==> src/rtl/lin_err_pkg.sv <==
package lin_err_pkg;
  localparam int N_FLAGS = 10;
  localparam int REG_W   = 32;

  localparam int F_NOISE = 0;
  localparam int F_BOV   = 1;
  localparam int F_FRM   = 2;
  localparam int F_IDP   = 3;
  localparam int F_BDL   = 4;
  localparam int F_SYN   = 5;
  localparam int F_CKS   = 6;
  localparam int F_BIT   = 7;
  localparam int F_OC    = 8;
  localparam int F_SZ    = 9;

  // index 0 sits at bit 0; the rest are packed from bit 7 upward
  function automatic int flag_pos(int k);
    return (k == 0) ? 0 : k + 6;
  endfunction
endpackage

==> src/rtl/lin_err_flag.sv <==
module lin_err_flag (
  input  logic clk_i,
  input  logic rst_ni,
  input  logic hw_clr_i,
  input  logic set_i,
  input  logic sw_clr_i,
  output logic q_o
);
  always_ff @(posedge clk_i or negedge rst_ni) begin
    if (!rst_ni)       q_o <= 1'b0;
    else if (hw_clr_i) q_o <= 1'b0;
    else if (set_i)    q_o <= 1'b1;  // set beats software clear
    else if (sw_clr_i) q_o <= 1'b0;
  end
endmodule

==> src/rtl/lin_err_irq.sv <==
module lin_err_irq #(
  parameter int N = 10
) (
  input  logic         clk_i,
  input  logic         rst_ni,
  input  logic [N-1:0] flags_i,
  input  logic [N-1:0] en_i,
  output logic         irq_o
);
  always_ff @(posedge clk_i or negedge rst_ni) begin
    if (!rst_ni) irq_o <= 1'b0;
    else         irq_o <= |(flags_i & en_i);
  end
endmodule

==> src/rtl/lin_err_status.sv <==
module lin_err_status
  import lin_err_pkg::*;
#(
  parameter int               ADDR_W  = 8,
  parameter logic [ADDR_W-1:0] REG_OFS = 8'h0C
) (
  input  logic               clk_i,
  input  logic               rst_ni,
  input  logic [ADDR_W-1:0]  addr_i,
  input  logic               we_i,
  input  logic [REG_W-1:0]   wdata_i,
  output logic [REG_W-1:0]   rdata_o,
  input  logic [N_FLAGS-1:0] set_i,
  input  logic [N_FLAGS-1:0] irq_en_i,
  input  logic               init_mode_i,
  input  logic               cks_calc_dis_i,
  input  logic               cks_field_dis_i,
  input  logic               to_mode_i,
  input  logic               idle_on_to_i,
  output logic               irq_o,
  output logic               idle_req_o
);
  logic               hit;
  logic               wr_hit;
  logic [N_FLAGS-1:0] flags_q;
  logic [REG_W-1:0]   reg_img;
  logic               cks_block;
  logic               oc_hold_clr;

  assign hit         = (addr_i == REG_OFS);
  assign wr_hit      = we_i & hit;
  assign cks_block   = cks_calc_dis_i | cks_field_dis_i;
  assign oc_hold_clr = to_mode_i & init_mode_i;

  for (genvar k = 0; k < N_FLAGS; k++) begin : g_flag
    localparam int P = flag_pos(k);
    logic set_eff;
    logic hw_clr;
    if (k == F_CKS) begin : g_cks
      assign set_eff = set_i[k] & ~cks_block;
    end else begin : g_plain
      assign set_eff = set_i[k];
    end
    if (k == F_OC) begin : g_oc
      assign hw_clr = oc_hold_clr;
    end else begin : g_nohc
      assign hw_clr = 1'b0;
    end
    lin_err_flag u_flag (
      .clk_i    (clk_i),
      .rst_ni   (rst_ni),
      .hw_clr_i (hw_clr),
      .set_i    (set_eff),
      .sw_clr_i (wr_hit & wdata_i[P]),
      .q_o      (flags_q[k])
    );
  end

  always_comb begin
    reg_img = '0;
    for (int k = 0; k < N_FLAGS; k++) reg_img[flag_pos(k)] = flags_q[k];
  end

  assign rdata_o    = hit ? reg_img : '0;
  assign idle_req_o = flags_q[F_OC] & idle_on_to_i;

  lin_err_irq #(.N(N_FLAGS)) u_irq (
    .clk_i   (clk_i),
    .rst_ni  (rst_ni),
    .flags_i (flags_q),
    .en_i    (irq_en_i),
    .irq_o   (irq_o)
  );

  // reserved write bits carry no state
  logic unused_wbits;
  assign unused_wbits = ^{wdata_i[31:16], wdata_i[6:1]};
endmodule

==> config.mk <==
export PLATFORM = sky130hd
export DESIGN_NAME = lin_err_status
export DESIGN_NICKNAME = d
export VERILOG_FILES = /design/src/rtl/lin_err_pkg.sv /design/src/rtl/lin_err_flag.sv /design/src/rtl/lin_err_irq.sv /design/src/rtl/lin_err_status.sv
export SDC_FILE = /design/constraint.sdc
export NUM_CORES = 1
export LEC_CHECK = 0
export ABC_AREA = 0
export BUFFER_PORTS_ARGS = -buffer_cell sky130_fd_sc_hd__buf_2
export CAP_MARGIN = 0
export CORE_UTILIZATION = 34
export DETAILED_ROUTE_END_ITERATION = 12
export HOLD_SLACK_MARGIN = 0.15
export PLACE_DENSITY = 0.86
export SLEW_MARGIN = 20
export SYNTH_ARGS = -nofsm -noshare
export SYNTH_HDL_FRONTEND = slang
export SYNTH_SLANG_ARGS = --single-unit
==> constraint.sdc <==
create_clock -name clk_i -period 2.2 [get_ports clk_i]
set_input_delay 0.22 -clock clk_i [delete_from_list [all_inputs] [get_ports clk_i]]
set_output_delay 0.22 -clock clk_i [all_outputs]
set_load 0.005 [all_outputs]
# After elaboration in Yosys (flattened, before gate mapping)
# Index checks and enable logic that the tools add are counted.
# W data, S select, Z words.
[word_totals]
out_inout_bits = 34
register_bits = 11
inputBits = 68
wordCells = 62
[op_classes]
n_eq_ne = 1
bitwise = 17
mux = 22
n_reduce_logical = 11
[ops]
columns = ["op", "n"]
rows = [
  ["$mux W1", 21],
  ["$reduce_bool A2 Y1", 9],
  ["$mux W16", 1],
  ["$and A1 B1 Y1", 14],
  ["$and A10 B10 Y10", 1],
  ["$reduce_or A10 Y1", 1],
  ["$eq A8 B4 Y1 const B", 1],
  ["$reduce_bool A3 Y1", 1],
  ["$not A1 Y1", 1],
  ["$or A1 B1 Y1", 1],
]

# Depth between registers and ports, before layout
[depth]
ltp_word = 6
ltp_mapped = 4
ltp_nobuf = 3

# Hierarchy
# Synthesis repeated with hierarchy kept, for this count alone.
[unflattened]
cells_unflattened = 120
hier_area_um2 = 1038.5
[by_module_without_submodules]
columns = ["mod", "cells_each", "area_per_inst_um2", "instances", "seq_area_each_um2"]
rows = [
  ["lin_err_status", 73, 523.0, 1, 0.0],
  ["lin_err_flag", 4, 43.8, 10, 25.0],
  ["lin_err_irq", 7, 77.6, 1, 25.0],
]

# Worst setup path after synthesis
# Ideal clock, no wire load.
[synth_timing]
kind = "in2out"
from = "in addr_i[5]"
to = "out rdata_o[8]"
t_arrival_ps = 1289
slack_ps = 691
path_stages = 4
required_time_ps = 1980
cell_sequence = "or4_4 -> nor4_4 -> buf_4 -> and2_1"
[synth_between]
elab_chain_len = 2
[synth_lines]
columns = ["item", "line_no", "source"]
rows = [
  ["start: declaration", "lin_err_status.sv:9", "input logic [ADDR_W-1:0] addr_i,"],
  ["$eq A8 B4 Y1", "lin_err_status.sv:30", "assign hit = (addr_i == REG_OFS);"],
  ["$mux W16", "lin_err_status.sv:64", "assign rdata_o = hit ? reg_img : '0;"],
  ["end: declaration", "lin_err_status.sv:12", "output logic [REG_W-1:0] rdata_o,"],
]
# Every way passes these cells.

# Worst setup path in the final report
[layout_timing]
from = "in addr_i[5]"
to = "out rdata_o[7]"
# The elaborated chain is that of the path after synthesis.

==> impl_results.md <==
- Ports: 102
- Largest net degree at the start of global routing: 21
- Clk slew on worst S/H paths: 0.07 ns
- Compound-Gate Fraction of Synth Area: ~14%
- Die Area: 2510 um2
- Most used cell, CP: buf_2
- Area contributors post-synth: dfrtp_1 35%, buf_4 23%, and2_1 8.7%, nor2_1 8.1%, a21oi_1 5.7%
- Worst Skew: ~0.0011 ns
- Area delta synth->final: 32.9%
- Detailed-route via count: about 780
- Core ar.: between 2000 and 2500 um2
- Most frequent cells in the layout: 57 x buf_2, 22 x conb_1, 17 x nor2_1
- Hold path depth: 2
- Register-to-register setup slack: around 1.1 ns
- DR iter-0 viols: 9
- Reg2reg start: g_flag[2].u_flag.q_o$_DFFE_PN0P_
- Global-route wire length before repair: ~2900 um
- Post-Synth XOR/XNOR Area: 0%
- Hold Crit Start: wdata_i[12]
- CTS tree: built
- Inst Count DP: 179
- Period Utilization, post-route: between 80 and 90%
- Die Height: around 50 um
- Worst path required time: a little under 2 ns
- P_int: ~310 uW
- Commonest non-fill, non-tap cell in the layout: buf_2
- Sw Pwr: 105 uW
- Num rows: 17
- Reg2reg path depth: 3
- RePlAce Congestion: approximately 0.74
- Min-delay worst type: in -> reg
- Adder-cell share of the synthesized area: 0%
- # setup viols final: 0
- Net Sw Frac: between 20% and 30%
- GRT Util Overall: between 10% and 20%
- Antenna violations before repair: 0
- Largest stage delay on the critical path: approximately 0.53 ns
- Largest family of logic cells by synthesized area: simple AND/OR/NAND/NOR gates
- Initial core utilization: a little over a third
- Mapped Cells: between 90 and 100
- Clk sink count: 11
- Synth area leader: dfrtp_1
- PortBufs: 57
- Post-synthesis mux area share: 0%
- Worst-Skew Late Latency: 0.26 ns
- Crit path max fanout: 20
- Synth cell types: 17
- Synth Area in Simple Gates: 27.0%
- Fin cells: 184
- Number of synthesized register bits: 11
- Fmax achieved: approximately 550 MHz
- Final HPWL DP: 1380 um
- Worst setup margin: 0.395 ns
- Max-cap violations: 0
- Mapped Area: 787 um2
- GRT overflow: 0
- Tmin final: 1.80 ns
- Clock Power Share: about a third
- Comb pwr share: approximately a fifth
- Yosys warns: 0
- Fin. max-slew vios: 0
- Worst setup SP type: input port
- Fin util: between 40% and 50%
- Register area share after synthesis: a little over a third
- Avg WL per Cell: between 9 and 10 um
- Status: finished clean
- Avg Vias per Cell: between 4 and 5
- CP max stage cell: or4_4
- WL final: between 1500 and 2000 um
- Hold Vio Cnt, Final: 0
- Setup_tns: 0 ns
- Placement Setup Slack: about 0.4 ns
- Unrepaired setup endpoints after global routing: no
- Post-route ant nets: 0
- R2r endpoint: u_irq.irq_o$_DFF_PN0_
- Num CTS Buffers: 3
- Vias in the first global route: between 700 and 800
- Avg Cell Area, Syn: between 8 and 9 um2
- CP Capture Type: output port
- Hold Path Sink: g_flag[6].u_flag.q_o$_DFFE_PN0P_
- Ratio of total power to cell area: 401 nW/um2
- Fin nets: between 200 and 250
- Die width: about 50 um
- Synth top area share: a little over a third
- Layout cell share with drive strength beyond 1: about 40%
- WP data arrival: approximately 1.6 ns
- DRC: 0
- # diodes: 0
- Peak VDD IR: around 0.00024 V
- CTS max path bufs: 2
- CTS H-tree depth: 1
- Crit path kind: in -> out
- Cell Chain, Critical Path: buf_2 -> or4_4 -> nor4_4 -> buf_4 -> and2_1 -> buf_2
- Clock Tree Root: clkbuf_4
- First drt pass iteration count: 4
- Part of the power in registers: between 40% and 50%
- Leakage power: between 0.0005 and 0.0006 uW
## final cells by class
class / instances / area [um2]
sequential: 11 / 275
clock buffer: 4 / 26.3
tap: 28 / 35.0
fill: 242 / 1140
inverter: 1 / 3.75
multi-input combinational: 81 / 403
timing repair buffer: 59 / 303
## synthesized netlist by cell type, drive strengths merged
master / number
buf: 24
nor2: 17
dfrtp: 11
clkbuf: 1
or4: 1
o21ai: 1
a22oi: 3
conb: 1
inv: 1
a22o: 1
nand2: 11
a21oi: 9
nand4: 1
and2: 11
a41oi: 2
nor4: 1
a221oi: 1
## what timing repair did
item                      4_1_cts  5_1_grt
hold buffers                    1        0
resized for setup               0        0
buffers inserted                0        0
hold endpoints to repair       11        0
## layer usage
| layer | wire (um) | GRT usage, % |
|---|---|---|
| met3 | 137 | 4.01 |
| met4 | 0 | 4.76 |
| met2 | 854 | 27.8 |
| met5 | 0 | 0 |
| met1 | 673 | 16.9 |
## power by group through the flow
stage / registers, uW / clock network [uW] / logic [uW]
final: 206 / 135 / 78.1
after global routing: 206 / 151 / 90.7
after CTS: 206 / 143 / 79.0
after detailed placement: 210 / 0 / 77.3
after global placement: 210 / 0 / 76.0
after floorplan: 209 / 0 / 55.5
## state kept, by name (all words and copies together) (netlist names)
register / count
g_flag.u_flag.q_o: 10
u_irq.irq_o: 1
## logic make-up (layout without fill, tap and decap cells)
group / Yosys count / in the layout
flops: 11 / 11
simple gates: 42 / 42
buf+inv: 26 / 64
other cells: 1 / 22
compound gates: 17 / 17
## metrics by stage
step / power [uW] / area [um2] / hold slack [ns]
2_1_floorplan: 265 / 866 / -0.0756
3_3_place_gp: 286 / 1010 / 0.105
3_5_place_dp: 287 / 1010 / 0.107
4_1_cts: 428 / 1050 / 0.152
5_1_grt: 448 / 1050 / 0.172
6_report: 419 / 1050 / 0.163
## worst max-delay path by stage
stage / startpoint / end / slack (ns) / cells after the start
2_1_floorplan: addr_i[5] / rdata_o[8] / 0.69 / 4
3_3_place_gp: addr_i[5] / rdata_o[7] / 0.41 / 6
3_5_place_dp: addr_i[5] / rdata_o[13] / 0.40 / 6
4_1_cts: addr_i[5] / rdata_o[7] / 0.39 / 6
5_1_grt: addr_i[5] / rdata_o[7] / 0.32 / 6
6_report: addr_i[5] / rdata_o[7] / 0.40 / 6
## worst max-delay path: cells and delay by family
kind | cells | cell delay [ns]
AND/OR/NAND/NOR | 3 | 0.89
buffers and inverters | 3 | 0.46
Note: power is estimated with default switching activity, not from simulation.
